File: config.mk
export PLATFORM = sky130hd
export DESIGN_NAME = regguard_top
export DESIGN_NICKNAME = d
export VERILOG_FILES = /design/src/rtl/regguard_pkg.sv /design/src/rtl/regguard_decode.sv /design/src/rtl/regguard_scoreboard.sv /design/src/rtl/regguard_top.sv
export SDC_FILE = /design/constraint.sdc
export NUM_CORES = 1
export LEC_CHECK = 0
export BUFFER_PORTS_ARGS = -buffer_cell sky130_fd_sc_hd__buf_4
export CAP_MARGIN = 30
export CORE_MARGIN = 1.5
export CORE_UTILIZATION = 45
export CTS_CLUSTER_DIAMETER = 200
export CTS_CLUSTER_SIZE = 10
export DETAILED_ROUTE_END_ITERATION = 12
export PLACE_DENSITY = 0.69
export SLEW_MARGIN = 25
export SYNTH_ARGS = -nofsm -noshare
export SYNTH_HDL_FRONTEND = slang
export SYNTH_HIERARCHICAL = 1
export SYNTH_SLANG_ARGS = --single-unit
File: constraint.sdc
create_clock -name clk -period 8.1 [get_ports clk]
set_input_delay 0.81 -clock clk [delete_from_list [all_inputs] [get_ports clk]]
set_output_delay 0.81 -clock clk [all_outputs]
set_load 0.01 [all_outputs]
File: src/rtl/regguard_pkg.sv
package regguard_pkg;

  typedef enum logic [2:0] {
    CL_NOP   = 3'd0,
    CL_ALU   = 3'd1,
    CL_ALUI  = 3'd2,
    CL_LOAD  = 3'd3,
    CL_STORE = 3'd4,
    CL_JUMP  = 3'd5,
    CL_BRC   = 3'd6,
    CL_ALU3  = 3'd7
  } op_class_e;

  typedef struct packed {
    logic rx;
    logic ry;
    logic rz;
    logic sr;
  } rd_use_t;

  typedef struct packed {
    logic dst;
    logic link;
    logic sr;
  } wr_use_t;

  function automatic rd_use_t class_reads(op_class_e c);
    rd_use_t u;
    u = '0;
    unique case (c)
      CL_ALU:   begin u.rx = 1'b1; u.ry = 1'b1; end
      CL_ALUI:  u.rx = 1'b1;
      CL_LOAD:  u.ry = 1'b1;
      CL_STORE: begin u.rx = 1'b1; u.ry = 1'b1; end
      CL_JUMP:  u.rx = 1'b1;
      CL_BRC:   begin u.rx = 1'b1; u.sr = 1'b1; end
      CL_ALU3:  begin u.ry = 1'b1; u.rz = 1'b1; end
      default:  u = '0;
    endcase
    return u;
  endfunction

  function automatic wr_use_t class_writes(op_class_e c);
    wr_use_t w;
    w.dst  = (c == CL_ALU) || (c == CL_ALUI) || (c == CL_LOAD) || (c == CL_ALU3);
    w.link = (c == CL_JUMP);
    w.sr   = (c == CL_ALU) || (c == CL_ALUI) || (c == CL_ALU3);
    return w;
  endfunction

endpackage

File: src/rtl/regguard_decode.sv
module regguard_decode
  import regguard_pkg::*;
#(
  parameter int NREG = 16,
  localparam int IW = $clog2(NREG),
  localparam int SR_IDX = NREG - 1,
  localparam int LR_IDX = NREG - 2
) (
  input  logic [2:0]      cls,
  input  logic [IW-1:0]   rx,
  input  logic [IW-1:0]   ry,
  input  logic [IW-1:0]   rz,
  input  logic [NREG-1:0] lockv,
  output logic            hazard,
  output logic            dst_en,
  output logic [IW-1:0]   dst_idx,
  output logic            sr_en
);

  rd_use_t use_r;
  wr_use_t use_w;

  always_comb begin
    use_r   = class_reads(op_class_e'(cls));
    use_w   = class_writes(op_class_e'(cls));
    hazard  = (use_r.rx && lockv[rx]) ||
              (use_r.ry && lockv[ry]) ||
              (use_r.rz && lockv[rz]) ||
              (use_r.sr && lockv[SR_IDX]);
    dst_en  = use_w.dst || use_w.link;
    dst_idx = use_w.link ? IW'(LR_IDX) : rx;
    sr_en   = use_w.sr;
  end

endmodule

File: src/rtl/regguard_scoreboard.sv
module regguard_scoreboard #(
  parameter int NREG = 16,
  localparam int IW = $clog2(NREG)
) (
  input  logic            clk,
  input  logic            rst_n,
  input  logic            set0_en,
  input  logic [IW-1:0]   set0_idx,
  input  logic            set1_en,
  input  logic [IW-1:0]   set1_idx,
  input  logic            clr0_en,
  input  logic [IW-1:0]   clr0_idx,
  input  logic            clr1_en,
  input  logic [IW-1:0]   clr1_idx,
  output logic [NREG-1:0] lockv
);

  logic [NREG-1:0] hit_set;
  logic [NREG-1:0] hit_clr;

  for (genvar i = 0; i < NREG; i++) begin : g_bit
    assign hit_set[i] = (set0_en && set0_idx == IW'(i)) || (set1_en && set1_idx == IW'(i));
    assign hit_clr[i] = (clr0_en && clr0_idx == IW'(i)) || (clr1_en && clr1_idx == IW'(i));
  end

  // a new lock outranks a release on the same entry
  always_ff @(posedge clk or negedge rst_n) begin
    if (!rst_n) lockv <= '0;
    else        lockv <= hit_set | (lockv & ~hit_clr);
  end

  assert_lock_wins_R10: assert property (@(posedge clk) disable iff (!rst_n)
    set0_en |=> lockv[$past(set0_idx)]);

  assert_release_clears_R10: assert property (@(posedge clk) disable iff (!rst_n)
    (clr0_en && !(set0_en && set0_idx == clr0_idx) && !(set1_en && set1_idx == clr0_idx))
    |=> !lockv[$past(clr0_idx)]);

endmodule

File: src/rtl/regguard_top.sv
module regguard_top
  import regguard_pkg::*;
#(
  parameter int NREG = 16,
  localparam int IW = $clog2(NREG),
  localparam int SR_IDX = NREG - 1
) (
  input  logic          clk,
  input  logic          rst_n,
  input  logic          in_valid,
  input  logic [2:0]    in_cls,
  input  logic [IW-1:0] in_rx,
  input  logic [IW-1:0] in_ry,
  input  logic [IW-1:0] in_rz,
  input  logic          stall_in,
  input  logic          rel0_en,
  input  logic [IW-1:0] rel0_idx,
  input  logic          rel1_en,
  input  logic [IW-1:0] rel1_idx,
  output logic          stall_out,
  output logic          out_valid,
  output logic [2:0]    out_cls,
  output logic [IW-1:0] out_rx,
  output logic [IW-1:0] out_ry,
  output logic [IW-1:0] out_rz,
  output logic          lock0_en,
  output logic [IW-1:0] lock0_idx,
  output logic          lock1_en,
  output logic [IW-1:0] lock1_idx
);

  logic [NREG-1:0] lockv;
  logic            raw_hz;
  logic            dst_en;
  logic [IW-1:0]   dst_idx;
  logic            sr_en;

  // named events for the assertions
  logic eval_cyc;
  logic hz_take;
  logic accept;
  logic set0_en;
  logic set1_en;

  regguard_decode #(.NREG(NREG)) u_dec (
    .cls     (in_cls),
    .rx      (in_rx),
    .ry      (in_ry),
    .rz      (in_rz),
    .lockv   (lockv),
    .hazard  (raw_hz),
    .dst_en  (dst_en),
    .dst_idx (dst_idx),
    .sr_en   (sr_en)
  );

  // the cycle after a self-stall is ignored: upstream is replaying
  assign eval_cyc = !stall_in && !stall_out;
  assign hz_take  = eval_cyc && in_valid && raw_hz;
  assign accept   = eval_cyc && in_valid && !raw_hz;
  assign set0_en  = accept && dst_en;
  assign set1_en  = accept && sr_en;

  regguard_scoreboard #(.NREG(NREG)) u_sb (
    .clk      (clk),
    .rst_n    (rst_n),
    .set0_en  (set0_en),
    .set0_idx (dst_idx),
    .set1_en  (set1_en),
    .set1_idx (IW'(SR_IDX)),
    .clr0_en  (rel0_en),
    .clr0_idx (rel0_idx),
    .clr1_en  (rel1_en),
    .clr1_idx (rel1_idx),
    .lockv    (lockv)
  );

  always_ff @(posedge clk or negedge rst_n) begin
    if (!rst_n) begin
      stall_out <= 1'b0;
      out_valid <= 1'b0;
      out_cls   <= '0;
      out_rx    <= '0;
      out_ry    <= '0;
      out_rz    <= '0;
      lock0_en  <= 1'b0;
      lock0_idx <= '0;
      lock1_en  <= 1'b0;
      lock1_idx <= '0;
    end else if (!stall_in) begin
      stall_out <= hz_take;
      if (accept) begin
        out_valid <= 1'b1;
        out_cls   <= in_cls;
        out_rx    <= in_rx;
        out_ry    <= in_ry;
        out_rz    <= in_rz;
        lock0_en  <= dst_en;
        lock0_idx <= dst_en ? dst_idx : '0;
        lock1_en  <= sr_en;
        lock1_idx <= sr_en ? IW'(SR_IDX) : '0;
      end else begin
        out_valid <= 1'b0;
        out_cls   <= '0;
        out_rx    <= '0;
        out_ry    <= '0;
        out_rz    <= '0;
        lock0_en  <= 1'b0;
        lock0_idx <= '0;
        lock1_en  <= 1'b0;
        lock1_idx <= '0;
      end
    end
  end

  assert_hazard_stalls_R2: assert property (@(posedge clk) disable iff (!rst_n)
    hz_take |=> stall_out && !out_valid);

  assert_bubble_R4: assert property (@(posedge clk) disable iff (!rst_n)
    stall_out |-> !out_valid && !lock0_en && !lock1_en && out_cls == '0);

  assert_hold_R5: assert property (@(posedge clk) disable iff (!rst_n)
    stall_in |=> $stable(stall_out) && $stable(out_valid) && $stable(out_rx) &&
                 $stable(lock0_en) && $stable(lock1_en) && $stable(lock0_idx));

  assert_ignored_cycle_R6: assert property (@(posedge clk) disable iff (!rst_n)
    (stall_out && !stall_in) |=> !stall_out && !out_valid && !lock0_en && !lock1_en);

  assert_dst_lock_R7: assert property (@(posedge clk) disable iff (!rst_n)
    set0_en |=> lock0_en && out_valid && lockv[lock0_idx]);

  assert_sr_port_R9: assert property (@(posedge clk) disable iff (!rst_n)
    lock1_en |-> lock1_idx == IW'(SR_IDX) && out_valid);

endmodule

==> impl_metrics.ini <==
[drt]
drt-initial-drc-count = 110
routedWlPerCell_microns = 17.6
first_pass_iters = 5
drcViolationCount = 0
ant_nets = 0
routed_via_density = 5.92
num_vias = 2055
wl_microns = 6110

[die]
io_pins = 56
coreArea_sq_um = 5140
fp.dieW_microns = 76.4
dieArea_sq_um = 5830
rows = 26
start_util = 0.471
fp.dieH_microns = 76.4

[power]
powerDensity_nw_per_um2 = 170
power.leakage_nw = 1.48
vdd_ir_drop_max_mv = 0.0617
p_total_uw = 508

[cells_and_area]
fill_cells = 446
syn_to_final_growth_pct = 23.6
drive_gt1_frac = 0.296
n_antenna_cell = 0
nNetsFinal = 310

[synthesis]
synth-edff-count = 0
netlist_area_sq_um = 2420
ys_seq_elements = 39
synth_flop_cell = dfrtp_1
synth_cell_types = 44
synth.area.top_cells = dfrtp_1, mux4_2, a22o_1
synth_top_area_cell = dfrtp_1
yosys_warnings = 6
ys_seq_area_frac = 0.403
syn-instance-count = 210
synthMostInstantiatedCell = dfrtp_1
ys_top_cells_by_count = dfrtp_1, a22o_1, o22ai_1
async_flop_share = 1.00
syn-mean-instance-area_sq_um = 11.5
synth_top_cell_area_share = 0.403

[cts]
cts_hold_buf = 0
post-cts-setup-buffers = 0
clk_latency_ns = 0.29
cts_tree = done
cts.path.max_buffers = 2
cts_buffers = 5
htreeDepth = 2
cts_root_buffer = clkbuf_8
clk_pin_slew_ns = 0.07
post_cts_resized = 0
cts_sinks = 39

[timing]
final.setup.tns_ns = 0
timing.final.crit_share = 0.429
clock_skew_ns = 0.00901
hold_viol_final = 0
rsz0062_at_grt = false
max_freq_mhz = 288
slew_headroom = 0.592
slew_viol_final = 0
setup_viol = 0
fin_crit_ns = 3.47
worst_slew_pin_slew_ns = 0.606

[global_routing]
overflow = 0
track_usage = 0.222
grt_first_pass_wirelength_microns = 10000
first_global_vias = 2019
grt_max_degree = 40
antenna_found_initial = 0

[setup_path]
critPathMaxFanout = 24
path_cells = buf_4 -> mux4_1 -> mux4_2 -> nand3_1 -> nand4_1 -> nor4b_4 -> buf_4 -> and2_1 -> or3b_4 -> o22ai_1 -> a21o_1
worstSetupPathType = in2reg
crit_slowest_cell = mux4_1
critical_path_required_ns = 8.33
critPathMostFrequentCell = buf_4
endpoint_kind = flip-flop
worstPathArrival_ns = 3.70
crit_path_max_incr_delay_ns = 0.56
critPathLaunchType = primary input

[placement]
gp_congestion = 0.938
post-dp-hpwl_microns = 4780
port_buffers = 55

[status]
outcome = finished, final reports clean

[worst_hold_path]
hp-class = in2async

[flow_run]
max_cap_violations = 0
where the power goes:
part / total, mW / switching, mW / internal [mW]
Combinational: 0.133 / 0.0591 / 0.0740
Sequential: 0.243 / 0.0234 / 0.220
Clock: 0.132 / 0.0653 / 0.0668
placed cells by master, fill, tap and decap left out, types with 2 or more instances in the layout:
cell | netlist | routed
conb_1 | 1 | 16
nor2b_1 | 2 | 2
mux2_2 | 3 | 3
dfrtp_1 | 39 | 39
mux4_2 | 7 | 7
and3_1 | 2 | 2
nand3_1 | 11 | 11
ha_1 | 4 | 4
and3b_1 | 4 | 4
nor3b_1 | 4 | 4
mux2i_1 | 3 | 3
buf_4 | 4 | 56
a22o_1 | 17 | 17
nor2_1 | 4 | 4
a31o_2 | 3 | 3
or2_2 | 2 | 2
a22oi_1 | 12 | 12
nand2b_1 | 8 | 8
inv_1 | 3 | 3
or3b_4 | 2 | 2
nand3b_1 | 5 | 5
a32o_1 | 4 | 4
o21ai_0 | 2 | 2
and2_1 | 3 | 3
and2b_1 | 4 | 4
mux4_1 | 4 | 4
o22ai_1 | 15 | 15
a21o_1 | 13 | 13
clkbuf_8 | 0 | 6
nand2_1 | 6 | 6
critical path: cells and delay by family:
kind,cells,cell delay [ns]
buffers and inverters,2,0.42
AND/OR/NAND/NOR,5,1.17
AO/OA/AOI/OAI,2,0.24
multiplexers,2,1.06
routing by layer:
metal	track usage	part of all wire	up-vias
li1	-	-	962
met1	0.281	0.43	991
met2	0.371	0.48	87
met3	0.0443	0.056	15
met4	0.0907	0.032	0
met5	0	0	-
through the flow:
stage | hold slack [ns] | cell area [sq um] | setup slack [ns] | util | std cells
finish | 0.472 | 2990 | 4.63 | 0.582 | 347
global route | 0.512 | 2990 | 4.51 | 0.582 | 347
CTS | 0.489 | 2990 | 4.65 | 0.582 | 347
detailed placement | 0.474 | 2910 | 4.35 | 0.565 | 340
global placement | 0.474 | 2910 | 4.48 | 0.565 | 340
floorplan | 0.474 | 2480 | 4.64 | - | 225
final timing paths:
| check | from | to | slack, ns | cells after the start |
|---|---|---|---|---|
| max | in_rz[0] | u_sb/lockv[1] | 4.63 | 11 |
| min | rst_n | lock1_idx[2] | 0.47 | 1 |
| max reg2reg | u_sb/lockv[15] | u_sb/lockv[1] | 4.88 | 10 |
| min reg2reg | out_valid | out_valid | 0.49 | 1 |
| max in group asynchronous | rst_n | u_sb/lockv[1] | 7.30 | 1 |
| min in group clk | out_valid | out_valid | 0.49 | 1 |
sequential cells by signal (all words and copies together), names as in the netlist:
signal      count
lock0_en        1
lock0_idx       4
lock1_idx       1
out_cls         3
out_rx          4
out_ry          4
out_rz          4
out_valid       1
stall_out       1
u_sb/lockv     16
cells by family after synthesis:
logic type                 Yosys count  share of synthesized area
AOI/OAI and AO/OA                   74                      0.237
and+or+nand+nor                     61                      0.165
DFF                                 39                      0.403
muxes                               17                      0.135
buffers and inverters               14                     0.0377
adders and majority gates            4                     0.0207
other                                1                    0.00155
cell type report:
type,instances,area [sq um],area share
Clock inverter,1,5.00,0.00167
Clock buffer,6,82.6,0.0276
Inverter,3,11.3,0.00376
Tap cell,70,87.6,0.0293
Timing Repair Buffer,56,420,0.140
Sequential cell,39,976,0.326
Multi-Input combinational cell,172,1410,0.471
Power figures use the tool's default switching activity.
